## config.mk

```make
export PLATFORM = sky130hd
export DESIGN_NAME = oob_host_arbiter
export DESIGN_NICKNAME = d
export VERILOG_FILES = /design/src/rtl/oob_arb_pkg.sv /design/src/rtl/oob_wake_gen.sv /design/src/rtl/oob_host_sel.sv /design/src/rtl/oob_dev_reset_hold.sv /design/src/rtl/oob_host_arbiter.sv
export SDC_FILE = /design/constraint.sdc
export NUM_CORES = 1
export LEC_CHECK = 0
export ABC_AREA = 1
export CAP_MARGIN = 20
export CORE_MARGIN = 2
export CORE_UTILIZATION = 50
export CTS_BUF_LIST = sky130_fd_sc_hd__clkbuf_16
export CTS_CLUSTER_DIAMETER = 80
export DETAILED_ROUTE_END_ITERATION = 10
export PLACE_DENSITY = 0.8
export SYNTH_ARGS = -nofsm -noshare
export SYNTH_HDL_FRONTEND = slang
export SYNTH_SLANG_ARGS = --single-unit
```

## constraint.sdc

```tcl
create_clock -name clk -period 4 [get_ports clk]
set_clock_uncertainty 0.05 [all_clocks]
set_input_delay 0.4 -clock clk [delete_from_list [all_inputs] [get_ports clk]]
set_output_delay 0.4 -clock clk [all_outputs]
set_load 0.1 [all_outputs]
```

## src/rtl/oob_arb_pkg.sv

```systemverilog
`timescale 1ns/1ps
package oob_arb_pkg;

  typedef enum logic [1:0] {
    ACT_NONE = 2'b00,
    ACT_H0   = 2'b01,
    ACT_H1   = 2'b10
  } act_e;

  typedef enum logic [1:0] {
    WK_ARM   = 2'b00,
    WK_BURST = 2'b01,
    WK_GAP   = 2'b10,
    WK_DONE  = 2'b11
  } wake_st_e;

  // Next owner from current owner, first-event vector and switch requests.
  function automatic act_e next_act(act_e cur, logic [1:0] ev, logic [1:0] sw);
    case (cur)
      ACT_NONE: next_act = ev[0] ? ACT_H0 : (ev[1] ? ACT_H1 : ACT_NONE);
      ACT_H0:   next_act = sw[1] ? ACT_H1 : ACT_H0;
      ACT_H1:   next_act = sw[0] ? ACT_H0 : ACT_H1;
      default:  next_act = ACT_NONE;
    endcase
  endfunction

  // True when a tick counter sits on the last tick of a phase of length len.
  function automatic logic last_tick(int unsigned cnt, int unsigned len);
    last_tick = (cnt + 1 == len);
  endfunction

  function automatic int unsigned max2(int unsigned a, int unsigned b);
    max2 = (a > b) ? a : b;
  endfunction

endpackage

```

## src/rtl/oob_wake_gen.sv

```systemverilog
`timescale 1ns/1ps
module oob_wake_gen
  import oob_arb_pkg::*;
#(
  parameter int unsigned BURSTS      = 6,
  parameter int unsigned BURST_TICKS = 4,
  parameter int unsigned GAP_TICKS   = 4
) (
  input  logic clk,
  input  logic rst_n,
  input  logic tick,
  input  logic reset_act,
  output logic burst_o,
  output logic done_o
);
  localparam int unsigned CW = $clog2(max2(BURST_TICKS, GAP_TICKS) + 1);
  localparam int unsigned IW = $clog2(BURSTS + 1);

  wake_st_e        st;
  logic [CW-1:0]   cnt;
  logic [IW-1:0]   idx;
  logic            phase_end;
  logic            train_end;

  assign phase_end = tick && ((st == WK_BURST) ? last_tick(int'(cnt), BURST_TICKS)
                                               : last_tick(int'(cnt), GAP_TICKS));
  assign train_end = last_tick(int'(idx), BURSTS);

  always_ff @(posedge clk or negedge rst_n) begin
    if (!rst_n) begin
      st  <= WK_ARM;
      cnt <= '0;
      idx <= '0;
    end else if (reset_act) begin
      st  <= WK_ARM;
      cnt <= '0;
      idx <= '0;
    end else begin
      case (st)
        WK_ARM: begin
          st  <= WK_BURST;
          cnt <= '0;
          idx <= '0;
        end
        WK_BURST: if (tick) begin
          if (phase_end) begin
            st  <= WK_GAP;
            cnt <= '0;
          end else cnt <= cnt + 1'b1;
        end
        WK_GAP: if (tick) begin
          if (phase_end) begin
            cnt <= '0;
            if (train_end) st <= WK_DONE;
            else begin
              idx <= idx + 1'b1;
              st  <= WK_BURST;
            end
          end else cnt <= cnt + 1'b1;
        end
        default: st <= WK_DONE;
      endcase
    end
  end

  assign burst_o = (st == WK_BURST);
  assign done_o  = (st == WK_DONE);
endmodule

```

## src/rtl/oob_host_sel.sv

```systemverilog
`timescale 1ns/1ps
module oob_host_sel
  import oob_arb_pkg::*;
(
  input  logic       clk,
  input  logic       rst_n,
  input  logic [1:0] ev,
  input  logic [1:0] sw,
  output act_e       act_o,
  output logic       sel_evt_o
);
  act_e act_q;
  act_e act_d;

  assign act_d     = next_act(act_q, ev, sw);
  assign sel_evt_o = (act_d != act_q);

  always_ff @(posedge clk or negedge rst_n) begin
    if (!rst_n) act_q <= ACT_NONE;
    else        act_q <= act_d;
  end

  assign act_o = act_q;
endmodule

```

## src/rtl/oob_dev_reset_hold.sv

```systemverilog
`timescale 1ns/1ps
module oob_dev_reset_hold (
  input  logic clk,
  input  logic rst_n,
  input  logic sel_evt,
  input  logic act_reset,
  input  logic act_done,
  output logic hold_o,
  output logic dev_reset_o
);
  logic hold_q;

  always_ff @(posedge clk or negedge rst_n) begin
    if (!rst_n)                    hold_q <= 1'b0;
    else if (sel_evt || act_reset) hold_q <= 1'b1;
    else if (act_done)             hold_q <= 1'b0;
  end

  assign hold_o      = hold_q;
  assign dev_reset_o = hold_q | act_reset;
endmodule

```

## src/rtl/oob_host_arbiter.sv

```systemverilog
`timescale 1ns/1ps
module oob_host_arbiter
  import oob_arb_pkg::*;
#(
  parameter int unsigned BURSTS      = 6,
  parameter int unsigned BURST_TICKS = 4,
  parameter int unsigned GAP_TICKS   = 4
) (
  input  logic       clk,
  input  logic       rst_n,
  input  logic       tick,
  input  logic [1:0] host_reset_act,
  input  logic [1:0] host_wake_det,
  input  logic [1:0] host_sq,
  input  logic       dev_init_det,
  input  logic [1:0] sw_req,
  output logic [1:0] wake_burst,
  output logic [1:0] wake_done,
  output logic       dev_reset_req,
  output logic [1:0] act_state,
  output logic       dev_tx_en,
  output logic [1:0] fwd_up,
  output logic [1:0] fwd_down,
  output logic [1:0] host_init_out,
  output logic       sel_status,
  output logic       oob_flag
);
  act_e       act;
  logic       sel_evt;
  logic [1:0] host_ev;
  logic       act_reset;
  logic       act_done;
  logic       hold;

  for (genvar h = 0; h < 2; h++) begin : g_wake
    oob_wake_gen #(
      .BURSTS(BURSTS), .BURST_TICKS(BURST_TICKS), .GAP_TICKS(GAP_TICKS)
    ) u_wake (
      .clk(clk), .rst_n(rst_n), .tick(tick),
      .reset_act(host_reset_act[h]),
      .burst_o(wake_burst[h]), .done_o(wake_done[h])
    );
  end

  assign host_ev = host_reset_act | host_wake_det;

  oob_host_sel u_sel (
    .clk(clk), .rst_n(rst_n), .ev(host_ev), .sw(sw_req),
    .act_o(act), .sel_evt_o(sel_evt)
  );

  assign fwd_up    = act;
  assign act_reset = |(host_reset_act & fwd_up);
  assign act_done  = |(wake_done & fwd_up);

  oob_dev_reset_hold u_hold (
    .clk(clk), .rst_n(rst_n), .sel_evt(sel_evt),
    .act_reset(act_reset), .act_done(act_done),
    .hold_o(hold), .dev_reset_o(dev_reset_req)
  );

  assign act_state     = act;
  assign dev_tx_en     = (act != ACT_NONE);
  assign fwd_down      = (act == ACT_NONE) ? 2'b11 : fwd_up;
  assign host_init_out = {2{dev_init_det}} & fwd_down;
  assign sel_status    = (act != ACT_H1);
  assign oob_flag      = (act == ACT_H0) ? host_sq[1] : host_sq[0];
endmodule

```

==> qor.yml <==
timing:
  period_needed_ns: 2.70
  rsz0062_at_grt: "no"
  finalCritPeriodShare_pct: 67.6
  slew_violations: 0
  worst_pin_slew_ns: 0.970
  setup_viol: 0
  fmax_mhz: 370
  relSlewSlack_pct: 35.2
  final.setup.tns_ns: 0
  hold_viol: 0
worst_setup_path:
  crit_path_start: "u_sel.act_o[0]$_DFF_PN0_"
  critPathLaunchType: "flip-flop"
  crit_arrival_ns: 2.25
  r2r_setup_slack_ns: 2.46
  end_kind: "primary output"
  cp-endpoint: "oob_flag"
  worstPathRequired_ns: 3.55
  reg2reg_depth: 9
  r2r_end: "g_wake[0].u_wake.cnt[2]$_DFFE_PN0P_"
  worstReg2RegStart: "g_wake[0].u_wake.st[0]$_DFFE_PN0P_"
  critPathKind: "reg2out"
  cp_max_fo: 9
yosys:
  syn-cell-area_um2: 1410
  synth-seq-cells: 19
  synth_cell_types: 25
  yosysSeqAreaShare_pct: 33.7
  syn_inst: 193
  syn_nets: 221
  yosysWarnings: 0
  synth.avg_cell_area_um2: 7.30
finish:
  ff_latch_area_um2: 475
  fin_nets: 246
  diodes: 0
  area_growth_syn_to_layout_pct: 23.9
  multiInputGateArea_um2: 761
  fill_cells: 250
  drive_above_1_share_pct: 9.22
detailed_routing:
  ant_nets: 0
  drt-vias-per-instance: 4.98
  vias: 1234
  wl_per_cell_um: 11.0
  drt_iter0_drc: 55
  totalWireLength_um: 2720
  drt_pre_antenna_iters: 4
  route.detailed.drc: 0
placed_design:
  gp_congestion: 0.832
  detailed_place_hpwl_um: 2040
  numPortBuffers: 27
clocking:
  h-tree-depth: 1
  cts_num_sinks: 19
  holdBufCountCts: 0
  cts_resized: 0
  clk_pin_slew_ns: 0.06
  cts_setup_buffers: 0
  numCtsBuffers: 3
  root_buffer: "clkbuf_16"
  cts_tree: "done"
  cts.path.max_buffers: 2
  clock_latency_ns: 0.25
global_route:
  grt_start_max_net_pins: 20
  antenna_found_initial: 0
  grt_pass1_wl_um: 4800
  grt_pass1_vias: 1126
  overflow: 0
  grt_usage_pct: 18.6
die:
  fp.coreArea_um2: 2710
  start_util_pct: 52.0
  dieArea_um2: 3260
  dieHeight_um: 57.1
  io_pins: 28
  die_w_um: 57.1
  num_rows: 19
worst_hold_path:
  holdCritPathClass: "reg2reg"
run:
  drv_cap: 0
outcome:
  status: "finished clean"
[placed cells by master, fill, tap and decap left out, drive strengths merged]
| cell | count |
|---|---|
| nand3b | 1 |
| o21ai | 10 |
| nor2 | 17 |
| o22ai | 1 |
| nand4 | 4 |
| or2 | 4 |
| a21oi | 9 |
| clkdlybuf4s50 | 26 |
| nand3 | 18 |
| ha | 16 |
| inv | 32 |
| nand2 | 54 |
| a21boi | 1 |
| clkbuf | 3 |
| clkinv | 1 |
| buf | 1 |
| dfrtp | 19 |
[final cells by class]
type	count	area share [%]
Clock buffer	3	4.30
Clock inverter	1	0.287
Inverter	32	7.03
Multi-Input combinational cell	135	43.6
Sequential cell	19	27.2
Tap cell	31	2.22
Timing Repair Buffer	27	15.3
[synth_stat cells]
library cell / n / area, µm²
a21boi_2: 1 / 11.3
a21oi_1: 7 / 35.0
a21oi_2: 2 / 17.5
buf_2: 1 / 5.00
buf_4: 6 / 45.0
dfrtp_1: 19 / 475
ha_1: 16 / 200
inv_1: 29 / 109
inv_2: 2 / 7.51
inv_4: 1 / 6.26
nand2_1: 51 / 191
nand2_2: 2 / 12.5
nand2_4: 1 / 11.3
nand3_1: 17 / 85.1
nand3_2: 1 / 10.0
nand3b_1: 1 / 7.51
nand4_1: 4 / 25.0
nor2_1: 15 / 56.3
nor2_2: 2 / 12.5
o21ai_0: 6 / 30.0
o21ai_1: 3 / 15.0
o21ai_2: 1 / 8.76
o22ai_1: 1 / 6.26
or2_1: 2 / 12.5
or2_2: 2 / 12.5
[how the worst min path moves through the flow]
stage                                             start                                  end  slack (ns)  depth (start not counted)
finish              g_wake[0].u_wake.cnt[1]$_DFFE_PN0P_  g_wake[0].u_wake.cnt[1]$_DFFE_PN0P_        0.44                          2
global route        g_wake[0].u_wake.cnt[1]$_DFFE_PN0P_  g_wake[0].u_wake.cnt[1]$_DFFE_PN0P_        0.47                          2
CTS                 g_wake[1].u_wake.cnt[2]$_DFFE_PN0P_  g_wake[1].u_wake.cnt[2]$_DFFE_PN0P_        0.44                          2
detailed placement  g_wake[1].u_wake.cnt[2]$_DFFE_PN0P_  g_wake[1].u_wake.cnt[2]$_DFFE_PN0P_        0.44                          2
global placement    g_wake[0].u_wake.cnt[1]$_DFFE_PN0P_  g_wake[0].u_wake.cnt[1]$_DFFE_PN0P_        0.43                          2
floorplan                                         rst_n  g_wake[0].u_wake.cnt[0]$_DFFE_PN0P_        0.05                          0
[critical path, cell delays in order (launching register included)]
cell and delay [ns]:
dfrtp_1 0.45, inv_2 0.17, nor2_2 0.07, inv_1 0.08
nand2_1 0.05, nand2_1 0.05, clkdlybuf4s50_1 1.12
[flip-flops by register name (all words and copies together), names as in the netlist]
name / cells
g_wake.u_wake.st: 4
g_wake.u_wake.idx: 6
g_wake.u_wake.cnt: 6
u_sel.act_o: 2
u_hold.hold_o: 1
[layer usage]
metal  part of all wire (%)  vias to the layer above  global-route usage, %
met5                      0                        -                      0
met1                     45                      552                   22.3
met2                     49                       28                   32.7
met3                    5.0                        4                   4.54
li1                       -                      650                      -
met4                    1.3                        0                   5.98
[cells by family (layout without fill, tap and decap cells)]
group,after synthesis,count (layout),share of synthesized area [%]
fa+ha+maj,16,16,14.2
simple gates,98,98,31.0
flops,19,19,33.7
compound gates,21,21,8.79
buf+inv,39,63,12.3
[stage by stage]
| stage | setup WS, ns | std cells | hold slack [ns] | area, µm² | util [%] |
|---|---|---|---|---|---|
| floorplan | 0.848 | 193 | 0.0544 | 1410 | - |
| global placement | 1.41 | 244 | 0.430 | 1670 | 61.4 |
| detailed placement | 1.39 | 244 | 0.436 | 1670 | 61.4 |
| CTS | 1.30 | 248 | 0.445 | 1750 | 64.4 |
| global route | 1.18 | 248 | 0.475 | 1750 | 64.4 |
| finish | 1.30 | 248 | 0.444 | 1750 | 64.4 |
Power is not shown: default switching activity piles up to over one toggle a cycle in this logic, so the estimate is an artifact.
